[src/rtl/fdiv_pkg.sv]
package fdiv_pkg;
  typedef enum logic [1:0] {
    ST_IDLE = 2'd0,
    ST_RUN  = 2'd1,
    ST_FIN  = 2'd2
  } fdiv_state_e;
endpackage

[src/rtl/fdiv_rst_sync.sv]
module fdiv_rst_sync (
  input  logic clk,
  input  logic rst_n,
  output logic rst_sync_n
);
  logic meta_q;

  always_ff @(posedge clk or negedge rst_n) begin
    if (!rst_n) begin
      meta_q     <= 1'b0;
      rst_sync_n <= 1'b0;
    end else begin
      meta_q     <= 1'b1;
      rst_sync_n <= meta_q;
    end
  end
endmodule

[src/rtl/fdiv_lzc.sv]
module fdiv_lzc #(
  parameter int W = 35
) (
  input  logic [W-1:0]           vec_i,
  output logic [$clog2(W+1)-1:0] lz_o,
  output logic                   zero_o
);
  localparam int CW = $clog2(W+1);

  // Highest set bit wins: scanning upward, the last hit overwrites.
  always_comb begin
    lz_o = CW'(W);
    for (int i = 0; i < W; i++) begin
      if (vec_i[i]) lz_o = CW'(W - 1 - i);
    end
  end

  assign zero_o = ~|vec_i;
endmodule

[src/rtl/fdiv_prep.sv]
module fdiv_prep #(
  parameter int FRAC_W = 35,
  parameter int EXP_W  = 16
) (
  input  logic              rev_i,
  input  logic              rnd_i,
  input  logic              a_sign_i,
  input  logic [EXP_W-1:0]  a_exp_i,
  input  logic [FRAC_W-1:0] a_frac_i,
  input  logic              b_sign_i,
  input  logic [EXP_W-1:0]  b_exp_i,
  input  logic [FRAC_W-1:0] b_frac_i,
  output logic              trap_o,
  output logic              zero_o,
  output logic              d_sign_o,
  output logic              q_sign_o,
  output logic [EXP_W-1:0]  q_exp_o,
  output logic [FRAC_W:0]   p_init_o,
  output logic [FRAC_W-1:0] low_o,
  output logic [FRAC_W:0]   y_o
);
  localparam int CW = $clog2(FRAC_W+1);
  localparam logic [EXP_W-1:0] BIAS = {1'b1, {(EXP_W-1){1'b0}}};

  logic              dvd_sign, dvs_sign;
  logic [EXP_W-1:0]  dvd_exp, dvs_exp;
  logic [FRAC_W-1:0] dvd_frac, dvs_frac, dvd_norm;
  logic [CW-1:0]     lead;
  logic              dvd_zero, below;

  // role exchange for reverse division
  always_comb begin
    if (rev_i) begin
      dvd_sign = b_sign_i; dvd_exp = b_exp_i; dvd_frac = b_frac_i;
      dvs_sign = a_sign_i; dvs_exp = a_exp_i; dvs_frac = a_frac_i;
    end else begin
      dvd_sign = a_sign_i; dvd_exp = a_exp_i; dvd_frac = a_frac_i;
      dvs_sign = b_sign_i; dvs_exp = b_exp_i; dvs_frac = b_frac_i;
    end
  end

  fdiv_lzc #(.W(FRAC_W)) u_lzc (
    .vec_i  (dvd_frac),
    .lz_o   (lead),
    .zero_o (dvd_zero)
  );

  always_comb begin
    dvd_norm = dvd_frac << lead;
    below    = dvd_norm < dvs_frac;
    p_init_o = below ? {dvd_norm, 1'b0} : {1'b0, dvd_norm};
    low_o    = rnd_i ? dvs_frac : '0;
    y_o      = {dvs_frac, 1'b0};
    trap_o   = ~dvs_frac[FRAC_W-1];
    zero_o   = dvd_zero;
    d_sign_o = dvd_sign;
    q_sign_o = dvd_sign ^ dvs_sign;
    q_exp_o  = dvd_exp - EXP_W'(lead) - dvs_exp + BIAS + EXP_W'(!below);
  end
endmodule

[src/rtl/fdiv_step.sv]
module fdiv_step #(
  parameter int FRAC_W = 35
) (
  input  logic [FRAC_W:0] p_i,
  input  logic            bit_i,
  input  logic [FRAC_W:0] y_i,
  output logic [FRAC_W:0] p_o,
  output logic            q_o
);
  logic [FRAC_W+1:0] trial, diff;

  always_comb begin
    trial = {p_i, bit_i};
    diff  = trial - {1'b0, y_i};
    q_o   = ~diff[FRAC_W+1];
    p_o   = q_o ? diff[FRAC_W:0] : trial[FRAC_W:0];
  end
endmodule

[src/rtl/fdiv_core.sv]
module fdiv_core #(
  parameter int FRAC_W = 35,
  parameter int EXP_W  = 16
) (
  input  logic              clk,
  input  logic              rst_n,
  input  logic              start_i,
  input  logic              rnd_i,
  input  logic              rev_i,
  input  logic              a_sign_i,
  input  logic [EXP_W-1:0]  a_exp_i,
  input  logic [FRAC_W-1:0] a_frac_i,
  input  logic              b_sign_i,
  input  logic [EXP_W-1:0]  b_exp_i,
  input  logic [FRAC_W-1:0] b_frac_i,
  output logic              busy_o,
  output logic              done_o,
  output logic              trap_o,
  output logic              q_sign_o,
  output logic [EXP_W-1:0]  q_exp_o,
  output logic [FRAC_W-1:0] q_frac_o,
  output logic              rem_sign_o,
  output logic [FRAC_W-1:0] rem_mag_o
);
  import fdiv_pkg::*;

  localparam int CW = $clog2(FRAC_W+1);
  localparam logic [CW-1:0] LAST = CW'(FRAC_W - 1);

  logic rst_core_n;

  fdiv_rst_sync u_rst (
    .clk        (clk),
    .rst_n      (rst_n),
    .rst_sync_n (rst_core_n)
  );

  // prep outputs
  logic              pr_trap, pr_zero, pr_dsgn, pr_qsgn;
  logic [EXP_W-1:0]  pr_exp;
  logic [FRAC_W:0]   pr_p, pr_y;
  logic [FRAC_W-1:0] pr_low;

  fdiv_prep #(.FRAC_W(FRAC_W), .EXP_W(EXP_W)) u_prep (
    .rev_i    (rev_i),
    .rnd_i    (rnd_i),
    .a_sign_i (a_sign_i),
    .a_exp_i  (a_exp_i),
    .a_frac_i (a_frac_i),
    .b_sign_i (b_sign_i),
    .b_exp_i  (b_exp_i),
    .b_frac_i (b_frac_i),
    .trap_o   (pr_trap),
    .zero_o   (pr_zero),
    .d_sign_o (pr_dsgn),
    .q_sign_o (pr_qsgn),
    .q_exp_o  (pr_exp),
    .p_init_o (pr_p),
    .low_o    (pr_low),
    .y_o      (pr_y)
  );

  // working state
  fdiv_state_e       state_q, state_d;
  logic [CW-1:0]     cnt_q, cnt_d;
  logic [FRAC_W:0]   part_q, part_d, ydiv_q;
  logic [FRAC_W-1:0] low_q, low_d, quo_q, quo_d;
  logic [EXP_W-1:0]  qexp_q;
  logic              qsgn_q, dsgn_q, rnd_q, trapf_q, zerof_q;

  // step datapath
  logic [FRAC_W:0] st_p;
  logic            st_q;

  fdiv_step #(.FRAC_W(FRAC_W)) u_step (
    .p_i   (part_q),
    .bit_i (low_q[FRAC_W-1]),
    .y_i   (ydiv_q),
    .p_o   (st_p),
    .q_o   (st_q)
  );

  // enables
  logic load_en, step_en, fin_en;

  always_comb begin
    load_en = (state_q == ST_IDLE) && start_i;
    step_en = (state_q == ST_RUN);
    fin_en  = (state_q == ST_FIN);
  end

  // next state
  always_comb begin
    state_d = state_q;
    cnt_d   = cnt_q;
    part_d  = part_q;
    low_d   = low_q;
    quo_d   = quo_q;
    unique case (state_q)
      ST_IDLE: if (start_i) begin
        state_d = (pr_trap || pr_zero) ? ST_FIN : ST_RUN;
        cnt_d   = '0;
        part_d  = pr_p;
        low_d   = pr_low;
        quo_d   = '0;
      end
      ST_RUN: begin
        part_d = st_p;
        low_d  = {low_q[FRAC_W-2:0], 1'b0};
        quo_d  = {quo_q[FRAC_W-2:0], st_q};
        cnt_d  = cnt_q + 1'b1;
        if (cnt_q == LAST) state_d = ST_FIN;
      end
      ST_FIN:  state_d = ST_IDLE;
      default: state_d = ST_IDLE;
    endcase
  end

  // residue: remove the rounding addend, then halve
  logic [FRAC_W+1:0] res_raw, res_abs, rnd_sub;
  logic              res_neg;
  logic [FRAC_W-1:0] res_mag;

  always_comb begin
    rnd_sub = rnd_q ? {2'b00, ydiv_q[FRAC_W:1]} : '0;
    res_raw = {1'b0, part_q} - rnd_sub;
    res_neg = res_raw[FRAC_W+1];
    res_abs = res_neg ? (~res_raw + 1'b1) : res_raw;
    res_mag = res_abs[FRAC_W:1];
  end

  // registers
  always_ff @(posedge clk or negedge rst_core_n) begin
    if (!rst_core_n) begin
      state_q <= ST_IDLE;
      cnt_q   <= '0;
      part_q  <= '0;
      low_q   <= '0;
      quo_q   <= '0;
    end else begin
      state_q <= state_d;
      if (load_en || step_en) begin
        cnt_q  <= cnt_d;
        part_q <= part_d;
        low_q  <= low_d;
        quo_q  <= quo_d;
      end
    end
  end

  always_ff @(posedge clk or negedge rst_core_n) begin
    if (!rst_core_n) begin
      ydiv_q  <= '0;
      qexp_q  <= '0;
      qsgn_q  <= 1'b0;
      dsgn_q  <= 1'b0;
      rnd_q   <= 1'b0;
      trapf_q <= 1'b0;
      zerof_q <= 1'b0;
    end else if (load_en) begin
      ydiv_q  <= pr_y;
      qexp_q  <= pr_exp;
      qsgn_q  <= pr_qsgn;
      dsgn_q  <= pr_dsgn;
      rnd_q   <= rnd_i;
      trapf_q <= pr_trap;
      zerof_q <= pr_zero;
    end
  end

  always_ff @(posedge clk or negedge rst_core_n) begin
    if (!rst_core_n) begin
      done_o     <= 1'b0;
      trap_o     <= 1'b0;
      q_sign_o   <= 1'b0;
      q_exp_o    <= '0;
      q_frac_o   <= '0;
      rem_sign_o <= 1'b0;
      rem_mag_o  <= '0;
    end else begin
      done_o <= fin_en;
      trap_o <= fin_en && trapf_q;
      if (fin_en && !trapf_q) begin
        if (zerof_q) begin
          q_sign_o   <= 1'b0;
          q_exp_o    <= '0;
          q_frac_o   <= '0;
          rem_sign_o <= 1'b0;
          rem_mag_o  <= '0;
        end else begin
          q_sign_o   <= qsgn_q;
          q_exp_o    <= qexp_q;
          q_frac_o   <= quo_q;
          rem_sign_o <= (res_mag != '0) && (dsgn_q ^ res_neg);
          rem_mag_o  <= res_mag;
        end
      end
    end
  end

  assign busy_o = (state_q != ST_IDLE);
endmodule

[config.mk]
export PLATFORM = sky130hd
export DESIGN_NAME = fdiv_core
export DESIGN_NICKNAME = d
export VERILOG_FILES = /design/src/rtl/fdiv_pkg.sv /design/src/rtl/fdiv_rst_sync.sv /design/src/rtl/fdiv_lzc.sv /design/src/rtl/fdiv_prep.sv /design/src/rtl/fdiv_step.sv /design/src/rtl/fdiv_core.sv
export SDC_FILE = /design/constraint.sdc
export NUM_CORES = 1
export LEC_CHECK = 0
export BUFFER_PORTS_ARGS = -buffer_cell sky130_fd_sc_hd__buf_2
export CAP_MARGIN = 25
export CORE_AREA = 2 2 299 301
export DETAILED_ROUTE_END_ITERATION = 7
export DIE_AREA = 0 0 301 303
export GPL_ROUTABILITY_DRIVEN = 0
export SYNTH_ARGS = -nofsm -noshare
export SYNTH_HDL_FRONTEND = slang
export SYNTH_SLANG_ARGS = --single-unit
[constraint.sdc]
create_clock -name clk -period 15.9 [get_ports clk]
set_input_delay 0.795 -clock clk [delete_from_list [all_inputs] [get_ports clk]]
set_output_delay 0.795 -clock clk [all_outputs]
set_load 0.02 [all_outputs]
## Word-level counts from Yosys, hierarchy flattened

Cells that the tools add are included.

- $lt $le $gt $ge: 1
- Equal/unequal tests: 5
- Add/subtract/negate cells: 8
- Shift operators: 1
- Bitwise logic cells: 5
- Mux-type cells: 63
- Reduce and logical (&&, ||, !) cells: 16

Operators with widths:

| cell | count |
|---|---|
| $mux 35 | 8 |
| $mux 6 | 35 |
| $mux 36 | 4 |
| $pmux 35 s2 | 2 |
| $pmux 36 s2 | 1 |
| $mux 16 | 3 |
| $sub 36x35->37 | 1 |
| $sub 37x36->37 | 1 |
| $add 36x1->36 const B | 1 |
| $not 36->36 | 1 |
| $lt 35x35->1 | 1 |
| $reduce_bool 35->1 | 1 |
| $reduce_or 35->1 | 1 |
| $shl 35x6->35 | 1 |
| $add 16x1->16 | 1 |
| $add 16x16->16 const B | 1 |
| $sub 16x16->16 | 1 |
| $sub 16x6->16 | 1 |
| $pmux 6 s2 | 1 |
| $add 6x1->6 const B | 1 |
| $eq 6x6->1 const B | 1 |
| $mux 2 | 3 |
| $mux 1 | 5 |
| $logic_and 1x1->1 | 4 |
| 13 further kinds | 19 |

- Flip-flop bits (word level): 262
- Output and inout bits: 91
- Logic and storage cells: 120

## Longest topological paths before layout

- Depth in word-level cells: 41
- Depth in mapped cells: 47
- Gate-level depth less buffers: 41

## By module

Synthesis repeated with hierarchy kept, for this count alone.

- Cells, all modules: 2969
- Area, all modules: 24044.3 um^2

Modules (own cells, without submodules):

| module | times used | cells each | area each (um^2) |
|---|---|---|---|
| fdiv_core | 1 | 1706 | 14417.6 |
| fdiv_prep | 1 | 781 | 6630.1 |
| fdiv_step | 1 | 405 | 2528.7 |
| fdiv_lzc | 1 | 74 | 414.1 |
| fdiv_rst_sync | 1 | 3 | 53.8 |

## Worst setup path after synthesis

Ideal clock, no wire load.

- Path type: input -> register
- Start: in rev_i
- End: reg qexp_q[15]
- Path slack: 6.805 ns
- Stages: 44
- Data arrival time: 8.961 ns
- Cells stage by stage: buf_2 -> buf_6 -> buf_2 -> buf_2 -> mux2i_1 -> nand3_1 -> o2111ai_1 -> nand3_1 -> nor2_2 -> buf_2 -> mux2_2 -> a22oi_1 -> a221oi_1 -> nor3_1 -> ha_1 -> a21o_1 -> a21o_1 -> a21o_1 -> [... 8 more ...] -> fa_1 -> inv_1 -> fa_1 -> ha_1 -> fa_1 -> a21oi_1 -> o21bai_1 -> a21o_1 -> a21oi_1 -> o21bai_1 -> a21oi_1 -> o21bai_1 -> a21o_1 -> a21o_1 -> a31o_2 -> a21oi_1 -> xnor2_1 -> o21ai_0

- Word-level cells in the longest chain between the ends: 40
- Elaborated cells between the ends (all ways): 46
- Those cells by class: 4 x add/sub; 1 x order compare; 1 x shift; 39 x mux; 1 x reduce/logical

RTL lines:

| what | line | RTL |
|---|---|---|
| start, declared | fdiv_core.sv:9 | `input logic rev_i,` |
| $mux 35 | fdiv_prep.sv:33 | `if (rev_i) begin` |
| $mux 1 | fdiv_lzc.sv:14 | `if (vec_i[i]) lz_o = CW'(W - 1 - i);` |
| $mux 6 (34 in series) | fdiv_lzc.sv:14 |  |
| $sub 16x6->16 / $shl 35x6->35 (equally long branches) | fdiv_prep.sv:58, fdiv_prep.sv:49 |  |
| $sub 16x16->16 / $lt 35x35->1 (equally long branches) | fdiv_prep.sv:58, fdiv_prep.sv:50 |  |
| $add 16x16->16 / $logic_not 1->1 (equally long branches) | fdiv_prep.sv:58 | `q_exp_o = dvd_exp - EXP_W'(lead) - dvs_exp + BIAS + EXP_W'(!below);` |
| $add 16x1->16 (*) | fdiv_prep.sv:58 |  |
| end signal, assigned | fdiv_core.sv:162 | `qexp_q <= pr_exp;` |
| end, declared | fdiv_core.sv:68 | `logic [EXP_W-1:0] qexp_q;` |

Mark *: on every way between the ends. The rest lies on a longest branch, timed or not.
A chain may end at the register's enable or synchronous reset.

## Worst setup path after layout

Same ends and word-level chain as after synthesis.

==> results.json <==
{
  "synth_fa_ha_area_frac": 0.0911,
  "synth_top_family_by_area": "compound AO/OA/AOI/OAI gates",
  "synth_ff_type": "dfrtp_1",
  "cp.arrival_ps": 11690,
  "die_area_um2": 91200,
  "fin_nets": 3034,
  "period_needed_ps": 11270,
  "antenna_found_initial": 2,
  "cts_buffer_depth": 3,
  "vias": 19700,
  "grt_overflow": 0,
  "hpwl_um": 53000,
  "synthSimpleGateAreaFrac": 0.175,
  "start_kind": "input port",
  "synth-xor-area-share": 0.0443,
  "syn_area_per_cell_um2": 8.23,
  "path_class": "input port to flip-flop",
  "mostFrequentLayoutCells": "347 x nand2_1, 271 x o21ai_0, 261 x dfrtp_1, 198 x buf_2",
  "cp.required_ps": 16320,
  "grt_use_met1": 0.213,
  "grt_max_degree": 91,
  "cts_buffers": 35,
  "power_leakage_nw": 11.3,
  "maxCapViolations": 0,
  "grt_use_met2": 0.217,
  "crit_top_cell": "a21o_1",
  "drt_pass1_iterations": 8,
  "skew_ps": 26.3,
  "wl_per_cell_um": 17.1,
  "post-cts-setup-buffers": 0,
  "rows": 109,
  "ir_drop_v": 0.000132,
  "synth_mux_area_frac": 0.0952,
  "synth-compound-area-share": 0.246,
  "cts_sinks": 262,
  "synth-edff-count": 0,
  "clk_latency_ps": 570,
  "slew_viol_final": 0,
  "hp-class": "flip-flop to flip-flop",
  "period_share": 0.709,
  "ctsResizeCount": 0,
  "drive_above_1_share": 0.139,
  "via_per_inst": 4.98,
  "slowest_delay_ps": 880,
  "async_reset_ff_frac": 1.00,
  "setup_violations": 0,
  "ys_warn_count": 0,
  "boundaryPins": 200,
  "drt_iter0_drc": 1398,
  "die_w_um": 301,
  "drtAntennaViolNets": 0,
  "netlist_area_um2": 21900,
  "power_density_nw_per_um2": 236,
  "grt_pass1_wl_um": 106000,
  "clk_pin_slew_ps": 60,
  "synthCells": 2660,
  "layout_commonest_cell": "nand2_1",
  "yosys_register_bits": 262,
  "whs_ps": 351,
  "cts-root-buf": "clkbuf_16",
  "grt_pass1_vias": 18500,
  "drcViolationCount": 0,
  "total_power_mw": 5.96,
  "totalNegativeSetupSlack_ps": 0,
  "run_status": "completed",
  "fillerInstances": 9442,
  "grt-busiest-layer": "met2",
  "synth.net_count": 2923,
  "hold_violations": 0,
  "cts_tree": "done",
  "grt_use_total": 0.145,
  "htree_levels": 2,
  "portBuffers": 199,
  "coreArea_um2": 88000,
  "die_h_um": 303,
  "syn_to_final_growth_pct": 15.0,
  "final_util": 0.286,
  "cp_max_fo": 78,
  "start_util": 0.249,
  "slew_headroom": 0.334,
  "synth.distinct_cells": 97,
  "drt-total-wl_um": 67600,
  "tightest_slew_ps": 971,
  "crit_path_top_delay_cell": "a2111oi_1",
  "cp-end-kind": "flip-flop",
  "rsz0062_at_grt": "false",
  "yosysSeqAreaShare": 0.299,
  "grtUsageMet3": 0.0235,
  "fmax_mhz": 88.7
}
[synthesized netlist by cell type, types with 21 or more instances]
library cell  instances  area [um2]
a211oi_1             21         158
xor2_1               44         385
inv_1               118         443
clkbuf_1            112         420
nand2b_1             80         500
ha_1                145        1810
o211ai_1             24         180
mux2i_1             154        1540
o21ai_0             271        1360
mux2_2               41         462
nor2_1              186         698
a21o_1               56         420
a22o_1               51         447
nor3_1               42         210
nand3_1              45         225
dfrtp_1             262        6560
buf_2                25         125
o22ai_1              30         188
a21oi_1             186         931
nand2_1             348        1310
xnor2_1              63         552
[metrics by stage]
step | std cells | cell area, um2 | setup slack [ps]
global placement | 3897 | 24000 | 4300
global route | 3962 | 25200 | 3870
finish | 3963 | 25200 | 4630
CTS | 3962 | 25200 | 4600
detailed placement | 3898 | 24000 | 4020
floorplan | 2660 | 21900 | 6810
[what timing repair did]
action,CTS,global route
hold endpoints to repair,2,0
endpoints found under the setup margin,0,0
hold buffers,1,0
[power breakdown]
group          internal (mW)  switching (mW)  total, mW
registers              0.958           0.244       1.20
logic                   1.53            2.41       3.95
clock network          0.477           0.332      0.808
total                   2.97            2.99       5.96
[sequential cells by signal, summed over array words and instances (netlist names), 2 cells and up]
| signal | cells |
|---|---|
| rem_mag_o | 35 |
| q_exp_o | 16 |
| ydiv_q | 35 |
| part_q | 36 |
| q_frac_o | 35 |
| cnt_q | 6 |
| state_q | 2 |
| low_q | 35 |
| quo_q | 35 |
| qexp_q | 16 |
[kinds of logic (layout without fill, tap and decap cells)]
group                      after synthesis  count (layout)
and+or+nand+nor                        823             823
muxes                                  199             199
AOI/OAI and AO/OA                      840             840
buffers and inverters                  272             409
adders and majority gates              154             154
other                                    1               2
DFF                                    262             262
xor gates and xnor gates               109             109
[cell type report]
class / count / area, um2 / area share
Timing Repair Buffer: 225 / 1200 / 0.0478
Sequential cell: 262 / 6560 / 0.260
Multi-Input combinational cell: 2126 / 14300 / 0.569
Tap cell: 1165 / 1460 / 0.0579
Inverter: 121 / 454 / 0.0180
Antenna cell: 1 / 2.50 / 0.0000993
Clock inverter: 23 / 268 / 0.0106
Clock buffer: 40 / 925 / 0.0367
[worst max-delay path, delay by kind of cell]
kind                     cells  cell delay [ps]
AO/OA/AOI/OAI               22             4370
XOR/XNOR                     1              130
adder cells (fa/ha/maj)      5             1710
buffers and inverters        6             2650
multiplexers                 3              800
AND/OR/NAND/NOR              5             1070
[metal layers]
| layer | part of all wire | vias to the layer above | routed length, um |
|---|---|---|---|
| met5 | 0.00036 | - | 24 |
| met4 | 0.028 | 4 | 1900 |
| met3 | 0.055 | 108 | 3720 |
| met2 | 0.42 | 575 | 28400 |
| met1 | 0.50 | 9239 | 33500 |
| li1 | - | 9811 | - |
[path summary, 6_finish.rpt]
kind / from / end / slack [ps] / depth (start not counted)
setup / recovery: rev_i / qexp_q[15]$_DFFE_PN0P_ / 4630 / 42
hold / removal: u_rst.meta_q$_DFF_PN0_ / u_rst.rst_sync_n$_DFF_PN0_ / 350 / 0
setup reg to reg: rnd_q$_DFFE_PN0P_ / rem_sign_o$_DFFE_PN0P_ / 10300 / 18
hold reg to reg: u_rst.meta_q$_DFF_PN0_ / u_rst.rst_sync_n$_DFF_PN0_ / 350 / 0
max in group asynchronous: u_rst.rst_sync_n$_DFF_PN0_ / rem_mag_o[1]$_DFFE_PN0P_ / 14040 / 1
min in group asynchronous: u_rst.rst_sync_n$_DFF_PN0_ / q_frac_o[12]$_DFFE_PN0P_ / 400 / 0
Power figures use the tool's default switching activity.
